`src/rtl/nco_hop_pkg.sv`:
```
`timescale 1ns/1ps
package nco_hop_pkg;
  typedef enum logic [1:0] {
    SEL_FRQ_LO = 2'd0,
    SEL_FRQ_HI = 2'd1,
    SEL_POFS   = 2'd2,
    SEL_CTRL   = 2'd3
  } reg_sel_e;

  typedef enum logic [1:0] {
    EN_ALWAYS = 2'd0,
    EN_LEVEL  = 2'd1,
    EN_RISE   = 2'd2,
    EN_FALL   = 2'd3
  } en_mode_e;

  // bit 5:4 mode, 3 clear-on-hop, 2 amp dither, 1 phase dither, 0 bypass
  typedef struct packed {
    en_mode_e en_mode;
    logic     clr_on_hop;
    logic     amp_dith;
    logic     ph_dith;
    logic     bypass;
  } ctrl_t;

  localparam int CTRL_W = $bits(ctrl_t);
endpackage

```
`src/rtl/nco_hop_regs.sv`:
```
`timescale 1ns/1ps
module nco_hop_regs
  import nco_hop_pkg::*;
#(
  parameter int HALF_W  = 16,
  parameter int PHASE_W = 16,
  localparam int FW     = 2 * HALF_W
) (
  input  logic              clk_i,
  input  logic              rst_ni,
  input  logic              wr_en_i,
  input  logic [1:0]        wr_sel_i,
  input  logic [HALF_W-1:0] wr_data_i,
  output logic [FW-1:0]     shadow_o,
  output logic [PHASE_W-1:0] pofs_o,
  output ctrl_t             ctrl_o
);
  always_ff @(posedge clk_i or negedge rst_ni) begin
    if (!rst_ni) begin
      shadow_o <= '0;
      pofs_o   <= '0;
      ctrl_o   <= '0;
    end else if (wr_en_i) begin
      case (reg_sel_e'(wr_sel_i))
        SEL_FRQ_LO: shadow_o[HALF_W-1:0]  <= wr_data_i;
        SEL_FRQ_HI: shadow_o[FW-1:HALF_W] <= wr_data_i;
        SEL_POFS:   pofs_o                <= wr_data_i[PHASE_W-1:0];
        default:    ctrl_o                <= ctrl_t'(wr_data_i[CTRL_W-1:0]);
      endcase
    end
  end
endmodule

```
`src/rtl/nco_hop_qual.sv`:
```
`timescale 1ns/1ps
module nco_hop_qual
  import nco_hop_pkg::*;
(
  input  logic     clk_i,
  input  logic     rst_ni,
  input  en_mode_e mode_i,
  input  logic     valid_i,
  input  logic     en_i,
  input  logic     sleep_i,
  output logic     qual_o
);
  logic en_q;
  logic pass;

  always_ff @(posedge clk_i or negedge rst_ni) begin
    if (!rst_ni) en_q <= 1'b0;
    else         en_q <= en_i;
  end

  always_comb begin
    unique case (mode_i)
      EN_ALWAYS: pass = 1'b1;
      EN_LEVEL:  pass = en_i;
      EN_RISE:   pass = en_i & ~en_q;
      default:   pass = ~en_i & en_q;
    endcase
  end

  assign qual_o = valid_i & ~sleep_i & pass;
endmodule

```
`src/rtl/nco_hop_accum.sv`:
```
`timescale 1ns/1ps
module nco_hop_accum #(
  parameter int FW = 32
) (
  input  logic          clk_i,
  input  logic          rst_ni,
  input  logic          qual_i,
  input  logic          hop_i,
  input  logic          sleep_i,
  input  logic          clr_on_hop_i,
  input  logic [FW-1:0] shadow_i,
  output logic [FW-1:0] acc_o,
  output logic [FW-1:0] active_o,
  output logic          commit_o
);
  logic          sleep_q;
  logic          hop_ok;
  logic [FW-1:0] base;
  logic [FW-1:0] inc;

  assign hop_ok   = hop_i & ~sleep_i;
  assign commit_o = hop_ok | (sleep_q & ~sleep_i);
  assign base     = (hop_ok && clr_on_hop_i) ? '0 : acc_o;
  assign inc      = commit_o ? shadow_i : active_o;

  always_ff @(posedge clk_i or negedge rst_ni) begin
    if (!rst_ni) begin
      sleep_q  <= 1'b0;
      acc_o    <= '0;
      active_o <= '0;
    end else begin
      sleep_q <= sleep_i;
      acc_o   <= base + (qual_i ? inc : '0);
      if (commit_o) active_o <= shadow_i;
    end
  end
endmodule

```
`src/rtl/nco_hop_phase.sv`:
```
`timescale 1ns/1ps
module nco_hop_phase #(
  parameter int FW     = 32,
  parameter int OW     = 16,
  parameter int LFSR_W = 16
) (
  input  logic          clk_i,
  input  logic          rst_ni,
  input  logic [FW-1:0] acc_i,
  input  logic [OW-1:0] pofs_i,
  input  logic          dith_i,
  output logic [OW-1:0] phase_o
);
  localparam logic [LFSR_W-1:0] SEED = LFSR_W'(16'hACE1);
  localparam logic [LFSR_W-1:0] TAPS = LFSR_W'(16'hB400);

  logic [LFSR_W-1:0] lfsr_q;
  logic [FW-1:0]     acc_d;

  always_ff @(posedge clk_i or negedge rst_ni) begin
    if (!rst_ni) lfsr_q <= SEED;
    else         lfsr_q <= (lfsr_q >> 1) ^ (lfsr_q[0] ? TAPS : '0);
  end

  // dither stays below the output bits
  assign acc_d = acc_i + {{(FW-LFSR_W){1'b0}}, lfsr_q & {LFSR_W{dith_i}}};

  always_ff @(posedge clk_i or negedge rst_ni) begin
    if (!rst_ni) phase_o <= '0;
    else         phase_o <= acc_d[FW-1 -: OW] + pofs_i;
  end
endmodule

```
`src/rtl/nco_hop_top.sv`:
```
`timescale 1ns/1ps
module nco_hop_top
  import nco_hop_pkg::*;
#(
  parameter int FREQ_W  = 32,
  parameter int PHASE_W = 16,
  localparam int HALF_W = FREQ_W / 2
) (
  input  logic               clk_i,
  input  logic               rst_ni,
  input  logic               sleep_i,
  input  logic               hop_i,
  input  logic               wr_en_i,
  input  logic [1:0]         wr_sel_i,
  input  logic [HALF_W-1:0]  wr_data_i,
  input  logic               smp_valid_i,
  input  logic               smp_en_i,
  output logic [PHASE_W-1:0] phase_o,
  output logic               bypass_o,
  output logic               amp_dither_o
);
  logic [FREQ_W-1:0]  shadow;
  logic [FREQ_W-1:0]  active;
  logic [FREQ_W-1:0]  acc;
  logic [PHASE_W-1:0] pofs;
  ctrl_t              ctrl;
  logic               qual;
  logic               commit;

  nco_hop_regs #(.HALF_W(HALF_W), .PHASE_W(PHASE_W)) regs_i (
    .clk_i, .rst_ni, .wr_en_i, .wr_sel_i, .wr_data_i,
    .shadow_o(shadow), .pofs_o(pofs), .ctrl_o(ctrl)
  );

  nco_hop_qual qual_i (
    .clk_i, .rst_ni, .mode_i(ctrl.en_mode), .valid_i(smp_valid_i),
    .en_i(smp_en_i), .sleep_i, .qual_o(qual)
  );

  nco_hop_accum #(.FW(FREQ_W)) accum_i (
    .clk_i, .rst_ni, .qual_i(qual), .hop_i, .sleep_i,
    .clr_on_hop_i(ctrl.clr_on_hop), .shadow_i(shadow),
    .acc_o(acc), .active_o(active), .commit_o(commit)
  );

  nco_hop_phase #(.FW(FREQ_W), .OW(PHASE_W)) phase_i (
    .clk_i, .rst_ni, .acc_i(acc), .pofs_i(pofs),
    .dith_i(ctrl.ph_dith), .phase_o
  );

  assign bypass_o     = ctrl.bypass;
  assign amp_dither_o = ctrl.amp_dith;
endmodule

```
`config.mk`:
```
export PLATFORM = sky130hd
export DESIGN_NAME = nco_hop_top
export DESIGN_NICKNAME = d
export VERILOG_FILES = /design/src/rtl/nco_hop_pkg.sv /design/src/rtl/nco_hop_regs.sv /design/src/rtl/nco_hop_qual.sv /design/src/rtl/nco_hop_accum.sv /design/src/rtl/nco_hop_phase.sv /design/src/rtl/nco_hop_top.sv
export SDC_FILE = /design/constraint.sdc
export NUM_CORES = 1
export LEC_CHECK = 0
export ABC_AREA = 1
export ABC_CLOCK_PERIOD_IN_PS = 4600
export BUFFER_PORTS_ARGS = -buffer_cell sky130_fd_sc_hd__buf_2
export CELL_PAD_IN_SITES_DETAIL_PLACEMENT = 0
export CELL_PAD_IN_SITES_GLOBAL_PLACEMENT = 1
export CORE_UTILIZATION = 35
export CTS_BUF_LIST = sky130_fd_sc_hd__clkbuf_8 sky130_fd_sc_hd__clkbuf_16
export DETAILED_ROUTE_END_ITERATION = 8
export PLACE_DENSITY = 0.63
export SYNTH_ARGS = -nofsm -noshare
export SYNTH_HDL_FRONTEND = slang
export SYNTH_HIERARCHICAL = 1
export SYNTH_SLANG_ARGS = --single-unit
```
`constraint.sdc`:
```
create_clock -name clk_i -period 4.6 [get_ports clk_i]
set_clock_uncertainty 0.1 [all_clocks]
set_input_delay 0 -clock clk_i [delete_from_list [all_inputs] [get_ports clk_i]]
set_output_delay 0 -clock clk_i [all_outputs]
set_load 0.02 [all_outputs]
```
# Yosys cells after proc, flatten, opt, wreduce, memory -nomap -nowiden

Cells that the tools add are included.

Register bits after elaboration: 152
Word-level logic and storage cells: 47
Bits in read-only memories: 0
Output and inout bits: 18
Bits in latches: 0
Memories kept: 0
Memory bits (writable): 0
Input bits: 25

Magnitude comparators: 0
Multipliers: 0
Add/subtract/negate cells: 3
Div/mod/pow operators: 0
Reduce and logical (&&, ||, !) cells: 8
Muxes and demuxes: 5
Equal/unequal tests: 4
Bitwise gates (word level): 13
Shifts and indexed selects: 0

Operator list:

| cell                                                             | number |
|---|---|
| 32-bit 2-to-1 mux                                                | 3 |
| 32-bit by 16-bit adder with 32-bit output                        | 1 |
| 32-bit adder                                                     | 1 |
| 16-bit adder                                                     | 1 |
| 16-bit AND                                                       | 1 |
| 16-bit 2-to-1 mux                                                | 1 |
| 15-bit by 16-bit bitwise XOR with 16-bit output                  | 1 |
| 2-bit AND reduction                                              | 4 |
| 1-bit AND                                                        | 6 |
| 2-bit by 1-bit == test with 1-bit output (second input constant) | 2 |
| 2-bit == test (second input constant)                            | 2 |
| 2-bit logical NOT                                                | 2 |
| 1-bit inverter                                                   | 4 |
| 1-bit case mux with 3 select lines                               | 1 |
| 3-bit OR reduction                                               | 1 |
| 1-bit logical AND                                                | 1 |
| 1-bit OR                                                         | 1 |

# Longest topological paths before layout

Depth in word-level cells: 6
Depth in mapped cells: 28
Mapped depth without buffers: 26

# Modules after synthesis

The synthesis kept the hierarchy.

By module, submodules not included:

| module        | sequential area each (um^2) | times used | cells an instance | area each (um^2) |
|---|---|---|---|---|
| nco_hop_accum | 1626.6                      | 1          | 802               | 4923.5 |
| nco_hop_phase | 810.8                       | 1          | 418               | 2860.2 |
| nco_hop_regs  | 1351.3                      | 1          | 241               | 2210.9 |
| nco_hop_qual  | 25.0                        | 1          | 15                | 85.1 |

# Least setup slack after synthesis

No wires, ideal clock.

Path kind: register to register
From: reg regs_i/ctrl_o[1] (netlist name)
To: reg phase_i.phase_o[14]
Arrival time: 3190 ps
Period minus slack after synthesis: 3369 ps
Setup slack: 1231 ps
Stages on the path, launching flop included: 23
Path buffers: 2
Required time: 4421 ps
Cell sequence: dfrtp_1 > buf_2 > clkbuf_1 > nand2_1 > inv_1 > ha_1 > nand2_1 > nor4_1 > nand2_1 > nand2_1 > nand2_1 > nand2_1 > xor2_1 > ha_1 > inv_1 > fa_1 > nand3b_1 > nand2_1 > nand2_1 > nand2_1 > nand2_1 > o21ai_0 > xor2_1

Longest elaborated chain between the ends: 3

Ends and longest elaborated chain:

| what                                      | RTL line            | text |
|---|---|---|
| from (decl)                               | nco_hop_regs.sv:16  | `output ctrl_t ctrl_o` |
| from (signal assigned)                    | nco_hop_regs.sv:28  | `default: ctrl_o <= ctrl_t'(wr_data_i[CTRL_W-1:0]);` |
| 16-bit AND                                | nco_hop_phase.sv:26 | `assign acc_d = acc_i + {{(FW-LFSR_W){1'b0}}, lfsr_q & {LFSR_W{dith_i}}};` |
| 32-bit by 16-bit adder with 32-bit output | nco_hop_phase.sv:26 |  |
| 16-bit adder                              | nco_hop_phase.sv:30 | `else phase_o <= acc_d[FW-1 -: OW] + pofs_i;` |
| to (signal assigned)                      | nco_hop_phase.sv:30 |  |
| to (decl)                                 | nco_hop_phase.sv:12 | `output logic [OW-1:0] phase_o` |

No other way between the ends.
A chain may end at the register's enable or synchronous reset.

# Final worst setup path

Ends and elaborated chain as after synthesis.

==> out/qor.txt <==
setup bufs post-CTS -> 0
LEAKAGE -> 0.00660 uW
Worst EP arrival -> 3880 ps
vias in the first global route -> 8794
1st-pass router iterations -> 6
Routed Antenna Nets -> 0
total power -> 5340 uW
Worst Setup End Kind -> register
Sw Pwr -> 2220 uW
Comb pwr share -> 37.0%
area grow syn2layout -> 14.3%
Yosys reg bits -> 152
Filler cells -> 3070
via/cell ratio -> 4.60
syn nets -> 1564
fin crit share -> 78.9%
CTS sink count -> 152
htree depth -> 4
share of synthesized area occupied by flip-flops and latches -> 37.8%
Internal -> 3110 uW
CTS tree -> done
Setup CP Type -> reg -> reg
Syn Area/Cell -> 6.83 um^2
setup_tns -> 0 ps
clk_lat worst skew -> 440 ps
RSZ-0062 raised after global routing -> no
first-pass GRT wire length -> 46600 um
multi-input logic area -> 5070 um^2
Post-Place Cells -> 1870
synth top area cells -> dfrtp_1, nand2_1, inv_1
largest net degree at the start of global routing -> 69
Die ar. -> 29500 um^2
Core ar. -> 28100 um^2
number of I/O port buffers -> 42
Final WS setup -> 969 ps
final hold vios -> 0
overall global routing resource usage -> 21.1%
row cnt -> 61
# DRC -> 0
clock power share -> 26.7%
Worst R2R Setup Slack -> 970 ps
share of layout cells above drive strength 1 -> 7.99%
nets -> 1627
Cell variety after synth -> 41
die width -> 172 um
sequential share of power -> 36.3%
clock tree buffer depth -> 2
Syn Inst Count -> 1476
crit path launch type -> register
max_cap viols -> 0
dpl hpwl -> 22800 um
starting density of the core -> 35.9%
Syn Std Cell Area -> 10100 um^2
Synth top area share -> 35.7%
Final Non-Filler Cells -> 1930
Slew Viols, Final -> 0
sw frac -> 41.6%
Post-Route WL -> 29200 um
FMAX -> 275 MHz
Inserted Diodes -> 0
post-synth top area cell -> dfrtp_1
Cell Pwr Density -> 463 nW/um^2
maximum vdd drop -> 0.225 mV
Place WS -> 960 ps
Num CTS Buffers -> 17
antenna violations before repair -> 0
vias -> 8871
Tmin final -> 3630 ps
per-cell routed wire length -> 15.1 um
Final Setup Violations -> 0
Worst Path Max Fanout -> 17
DRT iter0 DRCs -> 439
# IOs -> 43
Worst Tran Pin Value -> 1010 ps
clock root buffer master -> clkbuf_16
Die Y-Extent -> 172 um
RD Place Congestion -> 0.861
HP Class -> in -> async
total grt overflow -> 0
CP Data Required Time -> 4850 ps
sequential cell area -> 3810 um^2
Syn. warnings -> 6
slew margin rel. -> 32.6%
clock slew at reported path FFs -> 70 ps
status -> finished, final reports clean
## final cells by class
class / count / area share [%]
inverter: 279 / 9.09
clock buffer: 18 / 3.81
clock inverter: 14 / 1.24
sequential: 152 / 33.1
timing repair buffer: 76 / 4.70
tap: 378 / 4.10
multi-input combinational: 1013 / 44.0
## timing repair
item | in CTS | in global routing
gates resized for setup | 0 | 0
setup endpoints to repair | 0 | 0
hold buffers | 28 | 0
hold endpoints to repair | 124 | 0
## final timing paths
path,from,end,cells after the start
min in group clk_i,sleep_i,accum_i/sleep_q,2
worst max register to register,regs_i/ctrl_o[1],phase_i/phase_o[14],20
max in group asynchronous,rst_ni,accum_i/active_o[28],3
worst min-delay path,rst_ni,phase_i/lfsr_q[2],2
worst max-delay path,regs_i/ctrl_o[1],phase_i/phase_o[14],20
worst min register to register,phase_i/lfsr_q[6],phase_i/lfsr_q[5],0
## Yosys cell counts (all sizes together)
master    n
o21ai    46
o22ai     1
dfrtp   144
o21a      1
clkbuf   10
nor4      1
xnor2     7
nand2   518
a31o      1
nor3     11
nand3    73
a21oi    48
buf      22
ha       61
a21o      3
or2       4
dfstp     8
inv     278
nand4    48
nor2    147
a31oi     4
xor2     27
a211oi    1
o211ai    2
fa        2
o21bai    4
clkinv    1
nand3b    3
## stage by stage
step,hold WS [ps],area [um^2],util [%]
4_1_cts,59.5,11500,41.0
3_5_place_dp,-53.8,10700,38.0
6_report,13.1,11500,41.0
5_1_grt,69.9,11500,41.0
3_3_place_gp,-53.4,10700,38.0
2_1_floorplan,-396,10100,-
## logic make-up after synthesis
logic type / synth area share, %
simple gates: 33.2
fa+ha+maj: 7.97
flops: 37.8
compound gates: 6.14
xor+xnor: 2.95
buf+inv: 11.9
## per-layer routing
metal	global-route usage, %	up-vias	share of wire, %
met5	0	-	0
met4	6.33	0	2.0
met3	2.46	30	1.7
met2	34.4	111	45
met1	29.0	4045	51
li1	-	4685	-
## sequential cells by signal (all words and copies together) (netlist names)
name	cells
accum_i/acc_o	32
qual_i/en_q	1
phase_i/lfsr_q	16
regs_i/pofs_o	16
regs_i/ctrl_o	6
accum_i/active_o	32
phase_i/phase_o	16
accum_i/sleep_q	1
regs_i/shadow_o	32
## critical path: stages (launching register included)
cell and delay (ps):
dfrtp_1 580, nand2_1 140, inv_1 60, ha_1 310, nand2_1 110, nor4_1 290, nand2_1 80, nand2_1 90
nand2_1 60, nand2_1 70, xor2_1 150, ha_1 180, inv_1 50, fa_1 390, nand3b_1 170, nand2_1 110
nand2_1 60, nand2_1 80, nand2_1 90, o21ai_0 220, xor2_1 160
## cell usage in the layout, fill, tap and decap left out, types with 7 or more instances in the layout
master and n:
nor2_1 143, xor2_1 27, xnor2_1 7, dfrtp_1 144, a21oi_1 47, inv_1 271
ha_1 61, nand2_2 10, buf_2 41, nand3_1 67, o21ai_0 43, inv_2 7
nand2_1 508, nor3_1 10, dlygate4sd3_1 28, clkbuf_16 17, dfstp_2 8, nand4_1 48
## power by group through the flow
| stage | combinational, uW | sequential [uW] | clock [uW] |
|---|---|---|---|
| finish | 1970 | 1940 | 1430 |
| global route | 2280 | 1990 | 1520 |
| CTS | 1990 | 1940 | 1470 |
| detailed placement | 1960 | 1970 | 0 |
| global placement | 1960 | 1960 | 0 |
| floorplan | 1380 | 1950 | 0 |
Note: power is estimated with default switching activity, not from simulation.
